**src/rtl/trig_gate.sv**
```systemverilog
module trig_gate #(
  parameter int N_TRIG    = 2,
  parameter int ACT_W     = 4,
  parameter int XLEN      = 32,
  parameter bit HAS_SMODE = 1'b0
) (
  input  logic                      clk,
  input  logic                      rst_n,
  input  logic [1:0]                priv_i,
  input  logic                      virt_i,
  input  logic [N_TRIG*ACT_W-1:0]   act_i,
  input  logic [N_TRIG-1:0]         mode_hit_i,
  input  logic [N_TRIG-1:0]         ctx_hit_i,
  input  logic                      mie_i,
  input  logic                      sie_i,
  input  logic                      vsie_i,
  input  logic                      medeleg_bp_i,
  input  logic                      hedeleg_bp_i,
  input  logic                      trap_i,
  input  logic                      mret_i,
  input  logic                      tctl_we_i,
  input  logic [XLEN-1:0]           tctl_wdata_i,
  output logic [N_TRIG-1:0]         allowed_o,
  output logic [XLEN-1:0]           tctl_rdata_o
);
  localparam int          MTE_POS  = 3;
  localparam int          MPTE_POS = 7;
  localparam logic [1:0]  PRV_S    = 2'd1;
  localparam logic [1:0]  PRV_M    = 2'd3;

  logic in_m;
  logic bp_block;

  assign in_m = (priv_i == PRV_M);

  if (HAS_SMODE) begin : g_smode
    logic in_hs, in_vs;
    logic unused_tctl;
    assign in_hs = (priv_i == PRV_S) && !virt_i;
    assign in_vs = (priv_i == PRV_S) && virt_i;
    assign bp_block = (in_m  & ~mie_i)
                    | (in_hs & medeleg_bp_i & ~sie_i)
                    | (in_vs & medeleg_bp_i & hedeleg_bp_i & ~vsie_i);
    assign tctl_rdata_o = '0;
    assign unused_tctl  = ^{clk, rst_n, trap_i, mret_i, tctl_we_i, tctl_wdata_i};
  end else begin : g_tctl
    logic mte_q, mpte_q;
    logic unused_sup;

    always_ff @(posedge clk or negedge rst_n) begin
      if (!rst_n) begin
        mte_q  <= 1'b0;
        mpte_q <= 1'b0;
      end else if (trap_i) begin
        mpte_q <= mte_q;
        mte_q  <= 1'b0;
      end else if (mret_i) begin
        mte_q  <= mpte_q;
      end else if (tctl_we_i) begin
        mte_q  <= tctl_wdata_i[MTE_POS];
        mpte_q <= tctl_wdata_i[MPTE_POS];
      end
    end

    assign bp_block = in_m & ~mte_q;

    always_comb begin
      tctl_rdata_o           = '0;
      tctl_rdata_o[MTE_POS]  = mte_q;
      tctl_rdata_o[MPTE_POS] = mpte_q;
    end

    assign unused_sup = ^{virt_i, mie_i, sie_i, vsie_i, medeleg_bp_i, hedeleg_bp_i, tctl_wdata_i};
  end

  for (genvar i = 0; i < N_TRIG; i++) begin : g_trig
    logic is_bp;
    assign is_bp        = (act_i[i*ACT_W +: ACT_W] == '0);
    assign allowed_o[i] = mode_hit_i[i] & ctx_hit_i[i] & ~(is_bp & bp_block);
  end

endmodule

```
**config.mk**
```make
export PLATFORM = sky130hd
export DESIGN_NAME = trig_gate
export DESIGN_NICKNAME = d
export VERILOG_FILES = /design/src/rtl/trig_gate.sv
export SDC_FILE = /design/constraint.sdc
export NUM_CORES = 1
export LEC_CHECK = 0
export ABC_AREA = 1
export BUFFER_PORTS_ARGS = -buffer_cell sky130_fd_sc_hd__buf_4
export CORE_MARGIN = 2
export CORE_UTILIZATION = 25
export CTS_BUF_LIST = sky130_fd_sc_hd__clkbuf_16
export DETAILED_ROUTE_END_ITERATION = 8
export PLACE_DENSITY_LB_ADDON = 0.08
export SETUP_SLACK_MARGIN = 0.4
export SLEW_MARGIN = 10
export SYNTH_ARGS = -nofsm -noshare
export SYNTH_HDL_FRONTEND = slang
export SYNTH_SLANG_ARGS = --single-unit
```
**constraint.sdc**
```tcl
create_clock -name clk -period 2 [get_ports clk]
set_input_delay 0.3 -clock clk [delete_from_list [all_inputs] [get_ports clk]]
set_output_delay 0.3 -clock clk [all_outputs]
set_load 0.1 [all_outputs]
```
# == After elaboration in Yosys (flattened, before gate mapping) ==
# Index checks and enable logic that the tools add are counted.
# totals
register_bits,2
elab_cells,25
in_bits,57
out_inout_bits,34
# classes
n_eq_ne,2
n_bitwise,10
mux,6
n_reduce_logical,5
# ops
cell,count
4-bit logical NOT,2
1-bit bitwise AND,7
1-bit two-way mux,6
1-bit NOT,3
3-bit nonzero test,1
"2-bit == test, second input constant",1
"2-bit inequality test, second input constant",1
2-bit AND reduction,1
2-bit nonzero test,1

# == Logic depth before layout (Yosys ltp) ==
# Gate-level depths: netlist of run 1.
# logic_depth
word_depth,5
ltp_mapped,5
ltp_nobuf,5

# == Least setup slack after synthesis of run 1 ==
# OpenSTA, ideal clock, no wires.
# synth_path
kind,register to output
startpoint,reg g_tctl.mte_q
endpoint,out allowed_o[0]
path_stages_with_launch,5
setup_slack_ns,-0.065
t_required_ns,1.700
t_arrival_ns,1.765
path_cell_list,dfrtp_1 inv_1 nand3_2 nor2_1 nor2_1
# synth_between
elab_chain_cells,5
# synth_rtl
element,line_no,rtl
"start, declared",47,"logic mte_q, mpte_q;"
"start signal, assigned",58,mte_q <= mpte_q;
"start signal, assigned",60,mte_q <= tctl_wdata_i[MTE_POS];
1-bit NOT,65,assign bp_block = in_m & ~mte_q;
1-bit bitwise AND,65,
1-bit bitwise AND,79,assign allowed_o[i] = mode_hit_i[i] & ctx_hit_i[i] & ~(is_bp & bp_block);
1-bit NOT,79,
1-bit bitwise AND,79,
"end, declared",23,"output logic [N_TRIG-1:0] allowed_o,"
# Every way passes these cells.

# == Worst setup path after layout of run 1 ==
# Same ends and word-level chain as after synthesis.

==> flow_summary.json, run 1 <==
{
  "status": "completed",
  "numClockSinks": 2,
  "regToRegStartpoint": "g_tctl.mte_q",
  "via_per_inst": 3.305,
  "path_class": "flop to output pin",
  "syn_avg_cell_area_sq_um": 6.471,
  "synth_ff_type": "dfrtp_1",
  "start_kind": "flop",
  "hold_viol": 0,
  "rsz0062_at_grt": "no",
  "period_minus_slack_ns": 1.459,
  "io_pins": 91,
  "finalCritPeriodShare_pct": 72.93,
  "dr.pass1.iters": 4,
  "grt_pass1_vias": 262,
  "drcViolationCount": 0,
  "hp-class": "input port to flop",
  "hold_path_depth": 3,
  "reg2reg_slack_ns": 1.26,
  "netlist_area_sq_um": 414.1,
  "clk_path_buf_depth": 2,
  "syn_inst": 64,
  "route.vias.total": 347,
  "worst-path-max-fanout": 4,
  "ctsHoldBuffers": 1,
  "cts_resized": 0,
  "layout-drive-gt1-share_pct": 34.83,
  "async_flop_share_pct": 100.0,
  "ys_ff_latch": 2,
  "finalClockSkew_ns": 0.0006114,
  "utilization_pct": 37.60,
  "max_freq_mhz": 685.6,
  "crit_required_ns": 1.70,
  "htreeDepth": 1,
  "yosys-top-cells-count": "buf_4, nand2_1, nor2_1",
  "grt_pass1_wl_um": 917,
  "hold_end": "g_tctl.mte_q",
  "start_util_pct": 27.18,
  "hp-start": "mret_i",
  "fin_tns_setup_ns": 0,
  "peakVddDrop_v": 0.0007986,
  "rr_worst_depth": 4,
  "crit_path_end_kind": "output pin",
  "finalInstanceArea_sq_um": 573.1,
  "root_buffer": "clkbuf_16",
  "max_cap_viol_count": 0,
  "place_hpwl_um": 648.1,
  "slew_violations": 0,
  "final_cell_count_no_fill": 105,
  "p_leak_nw": 0.3484,
  "synth_cell_types": 11,
  "synth.area.top_cells": "buf_4, dfrtp_1, nand2_1, nor2_1, inv_1",
  "die_w_um": 44.70,
  "routed_wl_um": 736,
  "cts_setup_buffers": 0,
  "place_inst": 101,
  "ys_warn_count": 0,
  "die_h_um": 44.70,
  "n_antenna_cell": 0,
  "synth-edff-count": 0,
  "synth.largest_area_cell": "buf_4",
  "arrival_ns": 1.16,
  "ant_nets": 0,
  "overflow": 0,
  "synth_top_area_share_pct": 58.01,
  "core_sq_um": 1524,
  "cts_tree": "done",
  "placed_area_sq_um": 488.0,
  "yosysMostFrequentCell": "buf_4",
  "antenna_found_initial": 0,
  "wire_per_inst_um": 7.010,
  "ys_seq_area_share_pct": 12.08,
  "cts_buffers": 3,
  "final_nets": 148,
  "place_congestion": 0.6417,
  "r2r_end": "g_tctl.mpte_q",
  "port_buffers": 24,
  "dieArea_sq_um": 1998,
  "setup_viol": 0,
  "clk_latency_ns": 0.22,
  "grt_usage_pct": 6.462,
  "fp-row-count": 14,
  "clk_pin_slew_ns": 0.03,
  "syn_to_final_growth_pct": 38.37,
  "grt_max_degree": 5,
  "power.density_nw_per_um2": 1213,
  "drt-initial-drc-count": 1
}
## state kept, by name (all words and copies together) (netlist names)
signal and flops:
g_tctl.mte_q 1, g_tctl.mpte_q 1
## placed cells by master, fill, tap and decap left out
cell type / n
conb_1: 30
o21ai_1: 1
nand3_2: 1
nand2_1: 12
a21oi_1: 2
dlygate4sd3_1: 1
buf_4: 24
nor2_1: 6
nor2_2: 2
nand3_1: 1
inv_1: 3
inv_2: 1
clkbuf_16: 3
dfrtp_1: 2
## critical path, cell delays in order, from the launching register on
cell and delay (ns):
dfrtp_1 0.40, inv_1 0.08, nand3_2 0.06, nor2_1 0.14, nor2_2 0.04, buf_4 0.22
## cells by family (layout without fill, tap and decap cells)
family / count (synthesis) / in the layout / share of synthesized area, %
buffers and inverters: 36 / 32 / 61.63
AND/OR/NAND/NOR: 22 / 22 / 21.75
AO/OA/AOI/OAI: 3 / 3 / 3.624
flip-flops: 2 / 2 / 12.09
other: 1 / 30 / 0.9055
## metrics by stage
step	worst slack (ns)	power [mW]	hold slack [ns]
4_1_cts	0.5250	0.6988	0.3443
6_report	0.5415	0.6950	0.3462
2_1_floorplan	0.4117	0.4038	0.004409
5_1_grt	0.4651	0.7134	0.3779
3_5_place_dp	0.7376	0.3959	0.08464
3_3_place_gp	0.7315	0.3958	0.08465
## power breakdown
group          total, mW  switching (mW)  internal (mW)
Sequential        0.0482         0.00356         0.0446
Clock              0.297          0.0432          0.254
Combinational      0.349           0.308         0.0410
## area by class of cell
type                    instances  area [sq um]
repair buffers                 25         190.2
well taps                      16         20.02
fillers                       163         950.9
clock buffers                   3         75.07
flip-flops and latches          2         50.05
multi-input cells              55         222.7
inverters                       4         15.01
## routing by layer
layer / vias to the layer above / GRT usage [%] / part of all wire, %
met5: - / 0 / 0
met4: 0 / 7.273 / 0
met3: 0 / 1.600 / 17
met2: 27 / 11.30 / 52
met1: 139 / 5.583 / 31
li1: 181 / - / -
## how the worst max path moves through the flow
| stage | slack [ns] | start | cells past startpoint | to |
|---|---|---|---|---|
| floorplan | 0.41 | g_tctl.mte_q | 4 | allowed_o[0] |
| global placement | 0.73 | act_i[3] | 6 | allowed_o[0] |
| detailed placement | 0.74 | act_i[3] | 6 | allowed_o[0] |
| CTS | 0.53 | g_tctl.mte_q | 5 | allowed_o[0] |
| global route | 0.47 | g_tctl.mte_q | 5 | allowed_o[1] |
| finish | 0.54 | g_tctl.mte_q | 5 | allowed_o[0] |
No activity file was read; power rests on OpenSTA's default activity.
==> inputs of run 2 (changes only) <==
--- a/config.mk
+++ b/config.mk
@@ -8,7 +8,7 @@
 export ABC_AREA = 1
 export BUFFER_PORTS_ARGS = -buffer_cell sky130_fd_sc_hd__buf_4
 export CORE_MARGIN = 2
-export CORE_UTILIZATION = 25
+export CORE_UTILIZATION = 23
 export CTS_BUF_LIST = sky130_fd_sc_hd__clkbuf_16
 export DETAILED_ROUTE_END_ITERATION = 8
 export PLACE_DENSITY_LB_ADDON = 0.08
==> constraint.sdc (replaced) <==
create_clock -name clk -period 1.4 [get_ports clk]
set_input_delay 0.21 -clock clk [delete_from_list [all_inputs] [get_ports clk]]
set_output_delay 0.21 -clock clk [all_outputs]
set_load 0.1 [all_outputs]
==> run 2 against run 1 <==
Net effect: register-to-register slack worse by 0.82 ns; wire length rose by 5.0%; sequential share of layout area down 1.5 points; worst setup slack got worse by 0.43 ns; cell count up 11%; count of clock-buffer cells in the layout did not move; critical path type unchanged; largest power group unchanged.
==> flow_summary.json, run 2 (synthesized netlist as in run 1, its figures left out) <==
{
  "fin_tns_setup_ns": 0,
  "hp-class": "input port to flop",
  "peakVddDrop_v": 0.001188,
  "htreeDepth": 1,
  "routed_wl_um": 773,
  "hold_viol": 0,
  "grt_max_degree": 5,
  "start_kind": "flop",
  "fp-row-count": 15,
  "finalCritPeriodShare_pct": 91.86,
  "slew_violations": 0,
  "p_sw_share_pct": 50.22,
  "ant_nets": 0,
  "pwr-share-comb_pct": 52.3,
  "arrival_ns": 1.08,
  "crit_required_ns": 1.19,
  "p_sw_mw": 0.5262,
  "grt_pass1_wl_mm": 1.028,
  "wire_per_inst_um": 6.607,
  "max_cap_viol_count": 0,
  "setup_viol": 0,
  "syn_to_final_growth_pct": 67.37,
  "root_buffer": "clkbuf_16",
  "pwr-share-seq_pct": 6.6,
  "dr.pass1.iters": 3,
  "cts_tree": "done",
  "crit_path_end_kind": "output pin",
  "finalClockSkew_ns": 0.0003375,
  "p_leak_nw": 0.3810,
  "core_sq_um": 1708,
  "io_pins": 91,
  "overflow": 0,
  "die_h_um": 46.44,
  "layout_commonest_cell": "conb_1",
  "path_class": "flop to output pin",
  "drt-initial-drc-count": 1,
  "period_minus_slack_ns": 1.286,
  "reg2reg_slack_ns": 0.44,
  "power.density_nw_per_um2": 1512,
  "clk_pin_slew_ns": 0.03,
  "fillers": 184,
  "max_freq_mhz": 777.6,
  "numClockSinks": 2,
  "die_w_um": 46.44,
  "layout-drive-gt1-share_pct": 40.22,
  "clk_path_buf_depth": 2,
  "worst-path-max-fanout": 2,
  "final_nets": 151,
  "largestRegisters": "g_tctl.mpte_q (1), g_tctl.mte_q (1)",
  "dieArea_sq_um": 2156,
  "clkPwrFrac_pct": 41.2,
  "dp_slack_ns": 0.1741,
  "route.vias.total": 373,
  "port_buffers": 24,
  "n_antenna_cell": 0,
  "drcViolationCount": 0,
  "cts_buffers": 3,
  "clk_latency_ns": 0.22,
  "setup_slack_ns": 0.1139,
  "grt_usage_pct": 7.239,
  "via_per_inst": 3.188,
  "status": "completed",
  "p_int_mw": 0.5216,
  "final_cell_mix": "conb_1, buf_4, nand2_1",
  "rsz0062_at_grt": "yes",
  "place_congestion": 0.6516,
  "start_util_pct": 24.25,
  "place_hpwl_um": 636.7,
  "grt_pass1_vias": 272,
  "antenna_found_initial": 0
}
## run 2: cell count changes in the layout (fill, tap and decap cells not counted)
cell	delta
nor2_2	-2
buf_12	+4
inv_2	+1
nand3_4	+1
nor2_4	+4
buf_6	+1
inv_1	-1
nand3_2	-1
nor2_1	-2
buf_4	-2
## run 2: path summary, 6_finish.rpt
path	from	end	depth (start not counted)
setup / recovery	g_tctl.mte_q	allowed_o[0]	5
hold / removal	mret_i	g_tctl.mte_q	3
setup reg to reg	g_tctl.mte_q	g_tctl.mpte_q	6
hold reg to reg	g_tctl.mpte_q	g_tctl.mpte_q	3
max in group asynchronous	rst_n	g_tctl.mpte_q	2
min in group asynchronous	rst_n	g_tctl.mte_q	2
## run 2: critical path, cell delays in order, from the launching register on
cell and delay [ns]:
dfrtp_1 0.39, inv_2 0.07, nand3_4 0.08, nor2_4 0.11, nor2_4 0.04, buf_12 0.16
## run 2: power groups by stage
stage	Sequential [mW]	Clock (mW)	Combinational (mW)
finish	0.0689	0.431	0.548
global route	0.0700	0.449	0.566
CTS	0.0691	0.438	0.543
detailed placement	0.0694	0	0.499
global placement	0.0694	0	0.499
floorplan	0.0680	0	0.512
## run 2: routing by layer
layer  track usage, %  wire length [um]  up-vias
met2            11.39               390       28
met3            1.176                88        2
met4            8.571                19        0
met1            7.407               274      156
met5                0                 0        -
li1                 -                 -      187
## run 2: stage by stage
stage          cell area, sq um  cells  hold slack [ns]  power [mW]  util, %
2_1_floorplan             538.0     93         -0.08559      0.5795        -
3_3_place_gp              509.2    110        -0.006289      0.5685    29.82
3_5_place_dp              509.2    110        -0.006426      0.5684    29.82
4_1_cts                   681.9    116           0.2612       1.050    39.93
5_1_grt                   693.2    117           0.3020       1.085    40.59
6_report                  693.2    117           0.2615       1.048    40.59
## run 2: area by class of cell
cell class              count  area (sq um)  area share, %
flip-flops and latches      2         50.05          7.220
clock buffers               3         75.07          10.83
inverters                   4         15.01          2.166
multi-input cells          55         255.2          36.82
well taps                  25         31.28          4.513
repair buffers             28         266.5          38.45
## run 2: timing repair
item | in CTS | in global routing
setup endpoints to repair | 4 | 4
endpoints found under the hold margin | 2 | 0
gates cloned | 0 | 0
gates resized for setup | 18 | 1
setup buffers | 2 | 1
pin swaps | 2 | 0
hold buffers | 1 | 0
==> inputs of run 3 (changes only) <==
--- a/config.mk
+++ b/config.mk
@@ -12,7 +12,6 @@
 export CTS_BUF_LIST = sky130_fd_sc_hd__clkbuf_16
 export DETAILED_ROUTE_END_ITERATION = 8
 export PLACE_DENSITY_LB_ADDON = 0.08
-export SETUP_SLACK_MARGIN = 0.4
 export SLEW_MARGIN = 10
 export SYNTH_ARGS = -nofsm -noshare
 export SYNTH_HDL_FRONTEND = slang
==> run 3 against run 2 <==
Net effect: wire length fell by 1.3%; cell count fell by 0.85%; largest cell class is now multi-input combinational cells; non-clock buffer count fell by 1; sequential power barely moved; clock skew barely moved; maximum frequency fell by 3.4%; final area fell by 7.8%; first-iteration DRC count did not move.
==> flow_summary.json, run 3 (synthesized netlist as in run 1, its figures left out) <==
{
  "ant_nets": 0,
  "drt-initial-drc-count": 1,
  "grt_pass1_vias": 265,
  "syn_to_final_growth_pct": 54.38,
  "crit_path_end_kind": "output pin",
  "place_congestion": 0.6515,
  "path_class": "flop to output pin",
  "dp_slack_ns": 0.1727,
  "overflow": 0,
  "htreeDepth": 1,
  "fp-row-count": 15,
  "cts_buffers": 3,
  "fillers": 186,
  "port_buffers": 24,
  "io_pins": 91,
  "p_leak_nw": 0.3624,
  "peakVddDrop_v": 0.001219,
  "largestRegisters": "g_tctl.mpte_q (1), g_tctl.mte_q (1)",
  "dieArea_sq_um": 2156,
  "place_hpwl_um": 635.6,
  "wire_per_inst_um": 6.578,
  "root_buffer": "clkbuf_16",
  "seq_area_sq_um": 50.05,
  "layout-drive-gt1-share_pct": 39.56,
  "final_cell_mix": "conb_1, buf_4, nand2_1",
  "layout_commonest_cell": "conb_1",
  "crit_required_ns": 1.19,
  "rsz0062_at_grt": "no",
  "routed_wl_um": 763,
  "period_minus_slack_ns": 1.331,
  "fin_tns_setup_ns": 0,
  "via_per_inst": 3.147,
  "finalClockSkew_ns": 0.0001349,
  "final_nets": 150,
  "clk_latency_ns": 0.22,
  "setup_slack_ns": 0.06920,
  "worst-path-max-fanout": 4,
  "grt_max_degree": 5,
  "route.vias.total": 365,
  "cts_tree": "done",
  "grt_usage_pct": 6.762,
  "setup_viol": 0,
  "multi_input_area_sq_um": 255.2,
  "finalCritPeriodShare_pct": 95.06,
  "grt_pass1_wl_um": 966,
  "status": "completed",
  "numClockSinks": 2,
  "slew_violations": 0,
  "clk_pin_slew_ns": 0.03,
  "dr.pass1.iters": 2,
  "antenna_found_initial": 0,
  "start_kind": "flop",
  "drcViolationCount": 0,
  "die_w_um": 46.44,
  "n_antenna_cell": 0,
  "max_cap_viol_count": 0,
  "hold_path_depth": 3,
  "arrival_ns": 1.12,
  "hp-class": "input port to flop",
  "power.density_nw_per_um2": 1593,
  "rr_worst_depth": 3,
  "core_sq_um": 1708,
  "final_cell_count_no_fill": 116,
  "place_inst": 110,
  "clk_path_buf_depth": 2,
  "hold_viol": 0,
  "max_freq_mhz": 751.4,
  "start_util_pct": 24.25,
  "die_h_um": 46.44
}
[run 3: changes by cell type in the layout (fill, tap and decap cells not counted)]
cell,previous run,this run
buf_12,4,0
buf_6,1,2
buf_4,22,24
[run 3: final cells by class]
type / count / area share [%]
inverters: 4 / 2.348
clock buffers: 3 / 11.74
flip-flops and latches: 2 / 7.828
repair buffers: 27 / 33.27
well taps: 25 / 4.892
multi-input cells: 55 / 39.92
[run 3: repair_timing]
item / in CTS / in global routing
gates cloned: 0 / 0
pin swaps: 0 / 2
endpoints found under the hold margin: 2 / 0
setup endpoints to repair: 2 / 2
hold buffers: 1 / 0
resized for setup: 4 / 4
setup buffers: 0 / 2
[run 3: path summary, 6_finish.rpt]
path | startpoint | end | slack (ns)
max | g_tctl.mte_q | allowed_o[1] | 0.07
min in group asynchronous | rst_n | g_tctl.mte_q | 0.32
min reg2reg | g_tctl.mpte_q | g_tctl.mpte_q | 0.53
max in group asynchronous | rst_n | g_tctl.mpte_q | 0.99
max reg2reg | g_tctl.mte_q | g_tctl.mte_q | 0.61
min | mret_i | g_tctl.mte_q | 0.26
[run 3: layer usage]
layer  share of wire (%)  global-route usage (%)  wire, um
met1                  33                   6.481       254
met5                   0                       0         0
met4                 2.5                   8.571        19
met2                  50                   10.56       381
met3                  14                   1.569       108
[run 3: worst max-delay path, stage by stage (launching register included)]
cell,delay (ns)
dfrtp_1,0.41
inv_2,0.08
nand3_4,0.08
nor2_4,0.11
nor2_4,0.04
buf_6,0.17
[run 3: per-stage QoR]
stage	hold WS, ns	power [mW]	area (sq um)	utilization [%]
after floorplan	-0.08559	0.5795	538.0	-
after global placement	-0.006289	0.5685	509.2	29.82
after detailed placement	-0.006426	0.5680	509.2	29.82
after CTS	0.2625	1.012	606.8	35.53
after global routing	0.2899	1.053	639.4	37.44
final	0.2584	1.018	639.4	37.44
[run 3: report_power, final]
| part | switching [mW] | internal (mW) |
|---|---|---|
| Clock | 0.0691 | 0.364 |
| Sequential | 0.00491 | 0.0638 |
| Combinational | 0.448 | 0.0688 |
| Total | 0.522 | 0.496 |
